--- src/rtl/link_mon_pkg.sv ---
// Package: shared state encoding for the link health monitor.
// Assumes nothing beyond a SystemVerilog-2017 tool.
package link_mon_pkg;
    typedef enum logic [1:0] {
        ST_DOWN = 2'd0,
        ST_SYNC = 2'd1,
        ST_UP   = 2'd2
    } link_state_t;
endpackage

--- src/rtl/lm_match_and.sv ---
// Combines per-channel match flags into one clean indication.
// Assumes all inputs are synchronous to the monitor clock.
module lm_match_and #(
    parameter int NUM_CH = 4
) (
    input  logic [NUM_CH-1:0] match_vec,
    output logic              all_clean
);
    // Purpose: a cycle is clean only when every channel matches.
    always_comb begin
        all_clean = &match_vec;
    end
endmodule

--- src/rtl/lm_sync2.sv ---
// Two-flop synchronizer for a single asynchronous level.
// Assumes the input is debounced and held for several clock periods.
module lm_sync2 (
    input  logic clk,
    input  logic rst_n,
    input  logic async_in,
    output logic sync_out
);
    logic stage1;

    // Purpose: resample the asynchronous level through two flops.
    always_ff @(posedge clk) begin
        if (!rst_n) begin
            stage1   <= 1'b0;
            sync_out <= 1'b0;
        end else begin
            stage1   <= async_in;
            sync_out <= stage1;
        end
    end
endmodule

--- src/rtl/lm_link_fsm.sv ---
// Hysteresis state machine: locks after LOCK_RUN clean cycles.
// Drops when a saturating up/down error score reaches ERR_LIMIT.
// Assumes LOCK_RUN >= 2 and ERR_LIMIT >= 1.
module lm_link_fsm
    import link_mon_pkg::*;
#(
    parameter int LOCK_RUN  = 128,
    parameter int ERR_LIMIT = 4
) (
    input  logic clk,
    input  logic rst_n,
    input  logic all_clean,
    output logic link_up
);
    localparam int RUN_W = (LOCK_RUN > 2) ? $clog2(LOCK_RUN) : 1;
    localparam int ERR_W = $clog2(ERR_LIMIT + 1);
    localparam logic [RUN_W-1:0] RUN_LAST = RUN_W'(LOCK_RUN - 1);
    localparam logic [ERR_W-1:0] ERR_LAST = ERR_W'(ERR_LIMIT - 1);

    link_state_t      state;
    logic [RUN_W-1:0] run_cnt;
    logic [ERR_W-1:0] err_cnt;

    // Purpose: advance state, clean-run counter and error score.
    always_ff @(posedge clk) begin
        if (!rst_n) begin
            state   <= ST_DOWN;
            run_cnt <= '0;
            err_cnt <= '0;
        end else begin
            case (state)
                ST_DOWN: begin
                    if (all_clean) begin
                        state   <= ST_SYNC;
                        run_cnt <= RUN_W'(1);
                    end
                end
                ST_SYNC: begin
                    if (!all_clean) begin
                        state   <= ST_DOWN;
                        run_cnt <= '0;
                    end else if (run_cnt == RUN_LAST) begin
                        state   <= ST_UP;
                        err_cnt <= '0;
                    end else begin
                        run_cnt <= run_cnt + RUN_W'(1);
                    end
                end
                ST_UP: begin
                    if (!all_clean) begin
                        if (err_cnt == ERR_LAST) begin
                            state   <= ST_DOWN;
                            err_cnt <= '0;
                            run_cnt <= '0;
                        end else begin
                            err_cnt <= err_cnt + ERR_W'(1);
                        end
                    end else if (err_cnt != '0) begin
                        err_cnt <= err_cnt - ERR_W'(1);
                    end
                end
                default: state <= ST_DOWN;
            endcase
        end
    end

    // Purpose: live status is the registered up state.
    always_comb begin
        link_up = (state == ST_UP);
    end


    lock_needs_clean_chk: assert property (@(posedge clk) disable iff (!rst_n)
        (link_up && !$past(link_up)) |-> $past(all_clean));


    clean_keeps_up_chk: assert property (@(posedge clk) disable iff (!rst_n)
        (link_up && all_clean) |=> link_up);


    err_bounded_chk: assert property (@(posedge clk) disable iff (!rst_n)
        err_cnt < ERR_W'(ERR_LIMIT));


    drop_needs_miss_chk: assert property (@(posedge clk) disable iff (!rst_n)
        (link_up && !all_clean && err_cnt == ERR_LAST) |=> !link_up);
endmodule

--- src/rtl/lm_sticky.sv ---
// Sticky link-loss flag: set whenever the link is down, cleared by sync clear.
// Set has priority over clear. Assumes clr_sync is already synchronized.
module lm_sticky (
    input  logic clk,
    input  logic rst_n,
    input  logic link_up,
    input  logic clr_sync,
    output logic link_lost
);
    // Purpose: hold loss record, set wins over clear.
    always_ff @(posedge clk) begin
        if (!rst_n) begin
            link_lost <= 1'b1;
        end else if (!link_up) begin
            link_lost <= 1'b1;
        end else if (clr_sync) begin
            link_lost <= 1'b0;
        end
    end


    down_sets_lost_chk: assert property (@(posedge clk) disable iff (!rst_n)
        !link_up |=> link_lost);


    fall_needs_clr_chk: assert property (@(posedge clk) disable iff (!rst_n)
        $fell(link_lost) |-> $past(clr_sync));


    set_wins_chk: assert property (@(posedge clk) disable iff (!rst_n)
        (!link_up && clr_sync) |=> link_lost);
endmodule

--- src/rtl/link_health_mon.sv ---
// Top: multi-channel link health monitor with hysteresis and sticky loss flag.
// Assumes one free-running clock; chan_match synchronous, clear asynchronous.
module link_health_mon #(
    parameter int NUM_CH    = 4,
    parameter int LOCK_RUN  = 128,
    parameter int ERR_LIMIT = 4
) (
    input  logic              clk,
    input  logic              rst_n,
    input  logic [NUM_CH-1:0] chan_match,
    input  logic              lost_clr_async,
    output logic              link_up,
    output logic              link_lost
);
    logic all_clean;
    logic clr_sync;

    lm_match_and #(.NUM_CH(NUM_CH)) u_and (
        .match_vec (chan_match),
        .all_clean (all_clean)
    );

    lm_sync2 u_sync (
        .clk      (clk),
        .rst_n    (rst_n),
        .async_in (lost_clr_async),
        .sync_out (clr_sync)
    );

    lm_link_fsm #(.LOCK_RUN(LOCK_RUN), .ERR_LIMIT(ERR_LIMIT)) u_fsm (
        .clk       (clk),
        .rst_n     (rst_n),
        .all_clean (all_clean),
        .link_up   (link_up)
    );

    lm_sticky u_sticky (
        .clk       (clk),
        .rst_n     (rst_n),
        .link_up   (link_up),
        .clr_sync  (clr_sync),
        .link_lost (link_lost)
    );
endmodule

--- config.mk ---
export PLATFORM = sky130hd
export DESIGN_NAME = link_health_mon
export DESIGN_NICKNAME = d
export VERILOG_FILES = /design/src/rtl/link_mon_pkg.sv /design/src/rtl/lm_match_and.sv /design/src/rtl/lm_sync2.sv /design/src/rtl/lm_link_fsm.sv /design/src/rtl/lm_sticky.sv /design/src/rtl/link_health_mon.sv
export SDC_FILE = /design/constraint.sdc
export NUM_CORES = 1
export LEC_CHECK = 0
export BUFFER_PORTS_ARGS = -buffer_cell sky130_fd_sc_hd__clkbuf_2
export CAP_MARGIN = 20
export CELL_PAD_IN_SITES_DETAIL_PLACEMENT = 0
export CELL_PAD_IN_SITES_GLOBAL_PLACEMENT = 2
export CORE_UTILIZATION = 35
export CTS_CLUSTER_DIAMETER = 200
export DETAILED_ROUTE_END_ITERATION = 10
export PLACE_DENSITY = 0.78
export SYNTH_ARGS = -nofsm -noshare
export SYNTH_HDL_FRONTEND = slang
export SYNTH_SLANG_ARGS = --single-unit
--- constraint.sdc ---
create_clock -name clk -period 1.83 [get_ports clk]
set_clock_uncertainty 0.05 [all_clocks]
set_input_delay 0.2745 -clock clk [delete_from_list [all_inputs] [get_ports clk]]
set_output_delay 0.2745 -clock clk [all_outputs]
set_load 0.01 [all_outputs]
-- Word-level counts from Yosys, hierarchy flattened
Index checks and enable logic that the tools add are counted.
W data, S select, Z words.
- word-level logic and storage cells: 48
- input port bits: 7
- RAM bits: 0
- memories kept: 0
- bits in read-only memories: 0
- bits in latches: 0
- bits in registers: 15
- output and inout bits: 2
- magnitude comparators: 0
- shifts and indexed selects: 0
- reduce and logical (&&, ||, !) cells: 9
- bitwise gates (word level): 0
- muxes and demuxes: 18
- add/subtract/negate cells: 3
- equal/unequal tests: 12
- div/mod/pow operators: 0
- multiply operators: 0
- operator list (operator ; count):
    $mux W7 ; 5
    $pmux W7 S3 ; 1
    $mux W3 ; 5
    $reduce_and A4 Y1 ; 3
    $mux W2 ; 5
    $ne A3 B3 Y1 const B ; 3
    $add A7 B1 Y7 const B ; 1
    $eq A7 B7 Y1 const B ; 1
    $ne A2 B1 Y1 const B ; 3
    $pmux W2 S3 ; 1
    $pmux W3 S2 ; 1
    $reduce_bool A3 Y1 ; 2
    $reduce_and A5 Y1 ; 1
    $ne A2 B2 Y1 const B ; 2
    $add A3 B1 Y3 const B ; 1
    $eq A3 B2 Y1 const B ; 1
    $sub A3 B1 Y3 const B ; 1
    $eq A2 B1 Y1 const B ; 1
    $eq A2 B2 Y1 const B ; 1
    $logic_not A2 Y1 ; 1
    $reduce_and A2 Y1 ; 1
    $reduce_bool A2 Y1 ; 1

-- Depth between registers and ports, before layout
- depth after elaboration: 4
- mapped depth: 8
- mapped depth without buffers: 7

-- Hierarchy
A second synthesis with hierarchy kept.
- cell total of the unflattened synthesis: 109
- area total of the unflattened synthesis: 1013.5 sq um
- by module, submodules not included (module ; area each (sq um) ; instances ; cells an instance):
    lm_link_fsm ; 915.9 ; 1 ; 101
    lm_sync2 ; 52.6 ; 1 ; 4
    lm_sticky ; 36.3 ; 1 ; 3
    lm_match_and ; 8.8 ; 1 ; 1

-- Worst setup path before layout
Ideal clock, no wire load.
- path kind: flip-flop to flip-flop
- start: reg u_fsm.state[0]
- end: reg u_fsm.state[1]
- library setup time: 124 ps
- cell stages (with the launch flop): 8
- buffers on the path: 1
- arrival time: 1465 ps
- slack: 191 ps
- clock period less this slack: 1639 ps
- cell sequence: dfxtp_1 inv_1 ha_1 buf_2 a21boi_0 a21oi_1 a21oi_1 a211oi_1
- longest elaborated chain between the ends: 3
- RTL lines (element ; line ; source):
    from (decl) ; lm_link_fsm.sv:20 ; link_state_t state;
    from (signal assigned) ; lm_link_fsm.sv:27 ; state <= ST_DOWN;
    from (signal assigned) ; lm_link_fsm.sv:34 ; state <= ST_SYNC;
    from (signal assigned) ; lm_link_fsm.sv:40 ; state <= ST_DOWN;
    $eq A2 B2 Y1 (*) ; n/a ;
    named net link_up ; link_health_mon.sv:12 ; output logic link_up,
    $ne A2 B2 Y1 (no line) ; n/a ;
    $reduce_and A4 Y1 (no line) ; n/a ;
Mark *: on every way through the listed nets, which the timed path passes. The rest lies on a longest branch.
A chain may end at the register's enable or synchronous reset.

-- Final worst setup path
- start: reg u_fsm.state[0]
- end: reg u_fsm.run_cnt[5]
- longest elaborated chain between the ends: 3
- RTL lines (element ; line ; source):
    $eq A2 B1 Y1 (tied with other cells) ; lm_link_fsm.sv:31 ; case (state)
    $ne A3 B3 Y1 (no line) (tied with other cells) ; n/a ;
    $reduce_and A5 Y1 (no line) ; n/a ;
    to (signal assigned) ; lm_link_fsm.sv:46 ; run_cnt <= run_cnt + RUN_W'(1);
    to (decl) ; lm_link_fsm.sv:21 ; logic [RUN_W-1:0] run_cnt;
Parallel ways exist; a longest one is shown, timed or not.

==> results.ini <==
[outcome]
status = finished, final reports clean

[cells_and_area]
drive_gt1_share_pct = 32.6
n_fill_cell = 254
area_growth_pct = 25.0
fin_nets = 150
multiInputGateArea_sq_um = 711
design_area_sq_um = 1240
diodes = 0
register_area_sq_um = 302

[timing]
worst_hold_slack_ps = 141
setup_viol = 0
period_minus_slack_ps = 1710
clock.fmax_mhz = 584
setup_ws_ps = 117
hold_viol_final = 0
maxSlewViolCount = 0
tns_ps = 0
min_period_over_period_pct = 93.6
max_slew_margin_pct = 74.8
worst_slew_pin_slew_ps = 377

[yosys]
synth_nets = 129
synthTopCellsByArea = dfxtp_1 (30%), ha_1 (8.8%), nand2_1 (3.8%), inv_1 (3.4%), mux2i_1 (3.0%)
synth_edf_count = 0
synth_top_area_cell = dfxtp_1
synth.distinct_cells = 44
synthesis.area_sq_um = 992
ys_seq_area_share_pct = 30.3
async_flop_share_pct = 0
ys_ff_latch = 15
ys.flop_type = dfxtp_1
synth_top_area_share_pct = 30.3
synthCells = 115
syn_area_per_cell_sq_um = 8.63
yosysWarningCount = 0

[floorplan]
start_util_pct = 38.6
core_area_sq_um = 2570
die-width_um = 55.2
fp.dieH_um = 55.2
fp-row-count = 18
ios = 9
dieArea_sq_um = 3050

[global_route]
met1_usage_pct = 24.1
overflow = 0
grt_busiest_layer = met1
grt_first_pass_wirelength_um = 4010
use_met3_pct = 2.81
antenna_found_initial = 0
grt_pass1_vias = 873
grt_use_met2_pct = 21.9
grtUsageTotal_pct = 15.9
grt_max_degree = 20

[critical_path]
path_class = reg -> reg
arrival_ps = 1890
crit_slowest_cell = dfxtp_1
max_stage_delay_ps = 370
cp-start-kind = register
crit_fanout = 6
crit_path_end_kind = register
reg2reg_slack_ps = 120
cp_cell_sequence = inv_1 -> ha_1 -> and3_4 -> nand2b_4 -> o41ai_1 -> and3_1
worstPathRequired_ps = 2010

[clock_tree]
clock-root-buffer = clkbuf_4
numCtsBuffers = 3
cts_num_sinks = 15
clockBufferDepth = 2
htree_levels = 1
clkLatencyLatePin_ps = 280
clk_pin_slew_ps = 90
ctsResizeCount = 0
cts_tree = yes
hold_buffers = 0
post_cts_buffers = 0

[pwr]
p_leak_nw = 0.455
peakVddDrop_mv = 0.342
total_power_mw = 0.642
power.density_nw_per_um2 = 518

[detailed_routing]
via_count = 902
routed_wirelength_um = 2300
drt_iter0_drc = 31
dr.pass1.iters = 4
drc = 0
avgViaCountPerCell = 5.47
wl_per_cell_um = 13.9
ant_nets = 0

[place]
dp_hpwl_um = 1710
pre_cts_ws_ps = 78.1
dpl_cell_area_sq_um = 1140
port_buffers = 8
gp_congestion = 0.749

[flow_run]
cap_violations = 0

[hold_path]
hold_path_class = in -> reg

[final timing paths]
| check | start | end | depth (start not counted) |
|---|---|---|---|
| hold / removal | lost_clr_async | u_sync.stage1$_SDFF_PN0_ | 2 |
| hold reg to reg | u_sync.sync_out$_SDFF_PN0_ | u_sticky.link_lost$_SDFFE_PN1P_ | 1 |
| setup reg to reg | u_fsm.state[0]$_SDFFE_PN0P_ | u_fsm.run_cnt[5]$_SDFFE_PN0P_ | 6 |
| setup / recovery | u_fsm.state[0]$_SDFFE_PN0P_ | u_fsm.run_cnt[5]$_SDFFE_PN0P_ | 6 |
[layout by cell type, fill, tap and decap left out, drive strengths merged, types with 2 or more instances in the layout]
master   synthesis  final
dfxtp           15     15
buf              2     12
clkbuf           2     12
nand2           10     10
inv              9      9
nor2             8      8
ha               7      7
nand3            6      6
nor3             5      5
o21a             4      4
nand4            4      4
a21boi           4      4
o21ai            4      4
mux2i            3      3
nor2b            3      3
and2             2      2
o2111ai          2      2
a21oi            2      2
and3             2      2
nand2b           2      2
o211ai           2      2
a211oi           2      2
[registers in the layout, indices dropped and copies added (netlist names)]
signal              cells
u_sticky.link_lost      1
u_fsm.state             2
u_sync.sync_out         1
u_fsm.run_cnt           7
u_sync.stage1           1
u_fsm.err_cnt           3
[report_power, final]
| group | internal (mW) | leakage [nW] | switching [mW] |
|---|---|---|---|
| Sequential | 0.333 | 0.122 | 0.00430 |
| Combinational | 0.0547 | 0.318 | 0.0614 |
| Clock | 0.0845 | 0.0150 | 0.104 |
[critical path, delay by kind of cell (launching register included)]
kind / cells / cell delay, ps
compound gates: 1 / 330
fa+ha+maj: 1 / 320
flops: 1 / 370
buf+inv: 1 / 80
simple gates: 3 / 520
[layer usage]
layer | routed length (um) | up-vias
met5 | 0 | -
met4 | 14 | 0
met3 | 54 | 2
met2 | 1050 | 16
met1 | 1190 | 423
li1 | - | 461
[logic make-up after synthesis]
logic type,count (synthesis),synth area share [%]
AOI/OAI and AO/OA,28,23.6
xor gates and xnor gates,1,0.883
adders and majority gates,7,8.83
buffers and inverters,13,5.17
DFF,15,30.3
muxes,3,3.03
and+or+nand+nor,48,28.2
[final cells by class]
class	count	area share (%)
timing repair buffer	20	10.5
sequential	15	24.3
tap	30	3.03
multi-input combinational	87	57.3
clock buffer	4	2.12
inverter	9	2.72
[metrics by stage]
stage	utilization [%]	instances
6_report	48.3	165
5_1_grt	48.3	165
4_1_cts	45.5	165
3_5_place_dp	44.5	161
3_3_place_gp	44.5	161
2_1_floorplan	-	115
[synth_stat cells (2+ instances only)]
master and number:
ha_1 7, o2111ai_1 2, buf_2 2, nand2_1 10
nand4_1 3, inv_1 9, nor3_1 3, nor2_1 8
a21boi_1 3, mux2i_1 3, nor3_2 2, o21ai_0 4
nand3_1 6, and2_1 2, a21oi_1 2, nor2b_1 3
o21a_1 4, clkbuf_1 2, dfxtp_1 15
(Power assumes the default switching activity.)
